==> src/rtl/dpa_tap_pkg.sv <==
package dpa_tap_pkg;

  parameter int TAP_W_DEF = 6;
  parameter int DWELL_DEF = 16;

  typedef enum logic [1:0] {
    ST_IDLE  = 2'd0,
    ST_SWEEP = 2'd1,
    ST_LOCK  = 2'd2
  } dpa_state_e;

  // saturating single step of a tap value
  function automatic logic [TAP_W_DEF-1:0] sat_step(
    input logic [TAP_W_DEF-1:0] cur,
    input logic                 up
  );
    logic [TAP_W_DEF-1:0] top_v;
    top_v = '1;
    if (up) sat_step = (cur == top_v) ? cur : cur + 1'b1;
    else    sat_step = (cur == '0)    ? cur : cur - 1'b1;
  endfunction

  // centre of a window, rounded down, with one extra bit for the sum
  function automatic logic [TAP_W_DEF-1:0] tap_mid(
    input logic [TAP_W_DEF-1:0] lo,
    input logic [TAP_W_DEF-1:0] hi
  );
    logic [TAP_W_DEF:0] sum;
    sum = {1'b0, lo} + {1'b0, hi};
    tap_mid = sum[TAP_W_DEF:1];
  endfunction

endpackage

==> src/rtl/dpa_dwell_eval.sv <==
module dpa_dwell_eval #(
  parameter int DWELL_CYC = 16
) (
  input  logic clk,
  input  logic rst_n,
  input  logic run,
  input  logic restart,
  input  logic sample_ok,
  output logic tap_done,
  output logic tap_pass
);
  localparam int CNT_W = (DWELL_CYC > 2) ? $clog2(DWELL_CYC) : 1;
  localparam logic [CNT_W-1:0] CNT_LAST = CNT_W'(DWELL_CYC - 1);

  logic [CNT_W-1:0] cnt;
  logic             acc;

  assign tap_done = run && !restart && (cnt == CNT_LAST);
  assign tap_pass = acc && sample_ok;

  always_ff @(posedge clk or negedge rst_n) begin
    if (!rst_n) begin
      cnt <= '0;
      acc <= 1'b1;
    end else if (!run || restart || cnt == CNT_LAST) begin
      cnt <= '0;
      acc <= 1'b1;
    end else begin
      cnt <= cnt + 1'b1;
      acc <= acc && sample_ok;
    end
  end
endmodule

==> src/rtl/dpa_window_track.sv <==
module dpa_window_track #(
  parameter int TAP_W = 6
) (
  input  logic             clk,
  input  logic             rst_n,
  input  logic             clear,
  input  logic             rec,
  input  logic             pass,
  input  logic [TAP_W-1:0] cur_tap,
  output logic             any_pass,
  output logic [TAP_W-1:0] eff_first,
  output logic [TAP_W-1:0] eff_last
);
  logic             found;
  logic [TAP_W-1:0] first_q;
  logic [TAP_W-1:0] last_q;
  logic             hit;

  assign hit       = rec && pass;
  assign any_pass  = found || hit;
  assign eff_first = found ? first_q : cur_tap;
  assign eff_last  = hit ? cur_tap : last_q;

  always_ff @(posedge clk or negedge rst_n) begin
    if (!rst_n) begin
      found   <= 1'b0;
      first_q <= '0;
      last_q  <= '0;
    end else if (clear) begin
      found   <= 1'b0;
      first_q <= '0;
      last_q  <= '0;
    end else if (hit) begin
      if (!found) first_q <= cur_tap;
      found  <= 1'b1;
      last_q <= cur_tap;
    end
  end
endmodule

==> src/rtl/dpa_tap_ctrl.sv <==
module dpa_tap_ctrl
  import dpa_tap_pkg::*;
#(
  parameter int TAP_W     = TAP_W_DEF,
  parameter int DWELL_CYC = DWELL_DEF
) (
  input  logic             clk,
  input  logic             rst_n,
  input  logic             mode_sel,
  input  logic             half_rate,
  input  logic             step_en,
  input  logic             step_up,
  input  logic             tap_clr,
  input  logic             sample_ok,
  output logic [TAP_W-1:0] tap,
  output logic             locked,
  output logic [TAP_W-1:0] dbg_tap
);
  localparam logic [TAP_W-1:0] TAP_MAX = '1;

  dpa_state_e       state;
  logic             training;
  logic             dpa_act;
  logic             restart;
  logic             tap_done;
  logic             tap_pass;
  logic             sweep_end;
  logic             trk_clear;
  logic             any_pass;
  logic [TAP_W-1:0] eff_first;
  logic [TAP_W-1:0] eff_last;

  assign training  = (state == ST_SWEEP);
  assign dpa_act   = mode_sel && !half_rate;
  assign restart   = dpa_act && tap_clr;
  assign sweep_end = training && tap_done && (tap == TAP_MAX);
  assign trk_clear = !training || restart || sweep_end;

  dpa_dwell_eval #(.DWELL_CYC(DWELL_CYC)) u_dwell (
    .clk       (clk),
    .rst_n     (rst_n),
    .run       (training),
    .restart   (restart),
    .sample_ok (sample_ok),
    .tap_done  (tap_done),
    .tap_pass  (tap_pass)
  );

  dpa_window_track #(.TAP_W(TAP_W)) u_track (
    .clk       (clk),
    .rst_n     (rst_n),
    .clear     (trk_clear),
    .rec       (tap_done),
    .pass      (tap_pass),
    .cur_tap   (tap),
    .any_pass  (any_pass),
    .eff_first (eff_first),
    .eff_last  (eff_last)
  );

  always_ff @(posedge clk or negedge rst_n) begin
    if (!rst_n) begin
      state  <= ST_IDLE;
      tap    <= '0;
      locked <= 1'b0;
    end else if (!mode_sel) begin
      state  <= ST_IDLE;
      locked <= 1'b0;
      if (tap_clr)      tap <= '0;
      else if (step_en) tap <= sat_step(tap, step_up);
    end else if (half_rate) begin
      state  <= ST_IDLE;
      locked <= 1'b0;
      tap    <= '0;
    end else if (tap_clr) begin
      state  <= ST_SWEEP;
      locked <= 1'b0;
      tap    <= '0;
    end else begin
      unique case (state)
        ST_IDLE: begin
          if (step_en) begin
            state <= ST_SWEEP;
            tap   <= '0;
          end
        end
        ST_SWEEP: begin
          if (tap_done) begin
            if (tap == TAP_MAX) begin
              if (any_pass) begin
                tap    <= tap_mid(eff_first, eff_last);
                locked <= 1'b1;
                state  <= ST_LOCK;
              end else begin
                tap <= '0;
              end
            end else begin
              tap <= tap + 1'b1;
            end
          end
        end
        ST_LOCK: begin
          state <= ST_LOCK;
        end
        default: state <= ST_IDLE;
      endcase
    end
  end

  assign dbg_tap = locked ? tap : '0;

endmodule

==> config.mk <==
export PLATFORM = sky130hd
export DESIGN_NAME = dpa_tap_ctrl
export DESIGN_NICKNAME = d
export VERILOG_FILES = /design/src/rtl/dpa_tap_pkg.sv /design/src/rtl/dpa_dwell_eval.sv /design/src/rtl/dpa_window_track.sv /design/src/rtl/dpa_tap_ctrl.sv
export SDC_FILE = /design/constraint.sdc
export NUM_CORES = 1
export LEC_CHECK = 0
export BUFFER_PORTS_ARGS = -buffer_cell sky130_fd_sc_hd__clkbuf_2
export CORE_ASPECT_RATIO = 0.8
export CORE_MARGIN = 2
export CORE_UTILIZATION = 40
export CTS_BUF_LIST = sky130_fd_sc_hd__clkbuf_8
export DETAILED_ROUTE_END_ITERATION = 7
export PLACE_DENSITY = 0.63
export SLEW_MARGIN = 30
export SYNTH_ARGS = -nofsm -noshare
export SYNTH_HDL_FRONTEND = slang
export SYNTH_SLANG_ARGS = --single-unit
==> constraint.sdc <==
create_clock -name clk -period 4.6 [get_ports clk]
set_input_delay 0.69 -clock clk [delete_from_list [all_inputs] [get_ports clk]]
set_output_delay 0.69 -clock clk [all_outputs]
set_load 0.05 [all_outputs]
==> impl_results.md <==
* Max IR drop VDD at 0.217 mV
* Clock latency on the worst-skew pair at 280 ps
* Worst Tran Pin Value at 698 ps
* Cell taking the most area after synthesis: dfrtp_1
* CTS resizes at 0
* Htree depth at 1
* GRT Total Usage at 0.186
* Finished Layout Cells at 300
* Post-CTS Setup Bufs at 0
* Number of core rows at 22
* Most common cell in the netlist: nand2_1
* First-pass GRT wire length at 7720 um
* Async S/R FF share, synth at 1.00
* Fin Setup TNS at 0 ps
* Fin. max-slew vios at 0
* IO Port Bufs at 20
* FILL cells at 466
* GPL Wtd Cong at 0.906
* Remaining global-route overflow at 0
* Chip width at 82.2 um
* Layout area overhead at 8.83%
* Number of flops mapped to enable cells by yosys at 0
* Number of global-route vias before repair at 1,571
* P_leak at 0.965 nW
* Dominant synthesized flop cell: dfrtp_1
* Synthesis warning total at 0
* Die Y at 66.5 um
* Run status: finished, final reports clean
* Crit. Startpoint: state[1]$_DFFE_PN0P_
* Cell Area, Synth at 1960 um^2
* CP max FO at 11
* Multi-input logic area at 1190 um^2
* Layout cell share with drive strength beyond 1 at 0.167
* Largest net degree at the start of global routing at 28
* Register area at 677 um^2
* Diodes inserted at 0
* Max-cap violations at 0
* Fmax at 314 MHz
* Synthesized Nets at 246
* Placement Cell Area at 2080 um^2
* Tcrit/Tclk final at 0.692
* TritonCTS Sinks at 27
* Worst r2r src: state[1]$_DFFE_PN0P_
* Initial DRC count at 145
* Synth Instances at 226
* DRC at 0
* Nets@finish at 261
* Ranking of synthesized cells by area: dfrtp_1, ha_1, nand2_1
* Top cell type's share of synthesized area at 0.333
* Worst-path clk slew at 100 ps
* Final hold violations at 0
* Top cells by count, synth: nand2_1, dfrtp_1, nor2_1
* CTS Buf Count at 3
* Root Buffer: clkbuf_8
* Placed insts at 296
* Final setup viols at 0
* Sequential fraction of the synthesis area at 0.346
* Hold Buf Count CTS at 0
* Drt pass-1 iters at 4
* CP arrival at 3390 ps
* WHS at 436 ps
* Post-synthesis average cell area at 8.65 um^2
* Wire per inst at 15.2 um
* Vias/cell at 5.71
* Die footprint at 5470 um^2
* CTS Buffer Depth at 2
* Worst Skew at 3.74 ps
* Ports at 21
* Worst Path Required at 4810 ps
* Detail Route Antenna Nets at 0
* Vias at 1,713
* Design area at 2130 um^2
* Dpl hpwl at 3430 um
* Minimum clock period at 3180 ps
* CP Launch Type: flop
* Initial core utilization at 0.420
* Pwr per Cell Area at 305 nW/um^2
* Max transition margin at 0.535
* Core Area at 4650 um^2
* Min-delay worst type: primary input to async pin
* Crit path capture type: flop
* Post-Route WL at 4570 um
* Setup CP Type: flop to flop
* CTS tree: done
* RSZ-0062 raised after global routing: false
* Initial antenna violation count at 0
* Netlist cell types at 51
* FF+latch count, synth at 27
## per-layer routing
layer,GRT usage,wire length (um)
met5,0,0
met4,0.0500,30
met3,0.0366,264
met2,0.265,1850
met1,0.281,2430
## cell type report
type,instances,area share
clock buffer,3,0.0194
sequential,27,0.318
inverter,9,0.0159
clock inverter,1,0.00353
timing repair buffer,21,0.0506
tap,60,0.0353
multi-input combinational,179,0.557
## final timing paths
kind | to | slack (ps) | depth (start not counted)
worst max-delay path | tap[2]$_DFFE_PN0P_ | 1420 | 12
worst min-delay path | tap[0]$_DFFE_PN0P_ | 440 | 1
worst max register to register | tap[2]$_DFFE_PN0P_ | 1420 | 12
worst min register to register | u_dwell.cnt[0]$_DFF_PN0_ | 470 | 1
max in group asynchronous | u_track.first_q[3]$_DFFE_PN0P_ | 3720 | 1
min in group clk | u_dwell.cnt[0]$_DFF_PN0_ | 470 | 1
## logic make-up (layout without fill, tap and decap cells)
family                   after synthesis  in the layout  synth area share
XOR/XNOR                               6              6            0.0269
AO/OA/AOI/OAI                         55             55             0.191
buffers and inverters                 20             34            0.0473
flip-flops                            27             27             0.346
multiplexers                           9              9            0.0486
adder cells (fa/ha/maj)               12             12            0.0806
AND/OR/NAND/NOR                       97             97             0.259
## placed cells by master, fill, tap and decap left out, drive strengths merged, types with 3 or more instances in the layout
master  instances
nor3            5
a32o            4
o21ai          12
nor2           16
mux2i           5
nor2b           7
mux2            4
a221oi          3
inv             9
a21oi          15
nand2          27
clkbuf         23
or3             5
a21o            3
and2            8
dfrtp          26
nand3           6
xor2            4
nand2b          4
and3            6
nand4           4
ha             11
## where the power goes
part / internal [mW] / switching (mW) / leakage (nW)
clock network: 0.0617 / 0.0816 / 0.0217
registers: 0.252 / 0.0374 / 0.367
logic: 0.0752 / 0.141 / 0.576
## registers in the layout, summed over array words and instances (netlist names)
signal	count
u_dwell.cnt	4
u_track.found	1
locked	1
u_track.last_q	6
u_dwell.acc	1
u_track.first_q	6
state	2
tap	6
## stage by stage
step | util | setup slack [ps] | power (mW)
final | 0.458 | 1420 | 0.649
after detailed placement | 0.447 | 1230 | 0.509
after CTS | 0.458 | 1480 | 0.652
after global routing | 0.458 | 1200 | 0.689
after floorplan | - | 1610 | 0.449
after global placement | 0.447 | 1370 | 0.509
## worst max-delay path, stage by stage (launching register included)
cell,delay (ps)
dfrtp_1,370
inv_1,90
ha_1,290
nand4_1,410
a21oi_1,450
inv_1,100
ha_1,310
nand2_1,70
or3b_2,440
mux2i_1,160
or3_1,130
nand4_1,100
a31oi_1,190
Note: power is estimated with default switching activity, not from simulation.
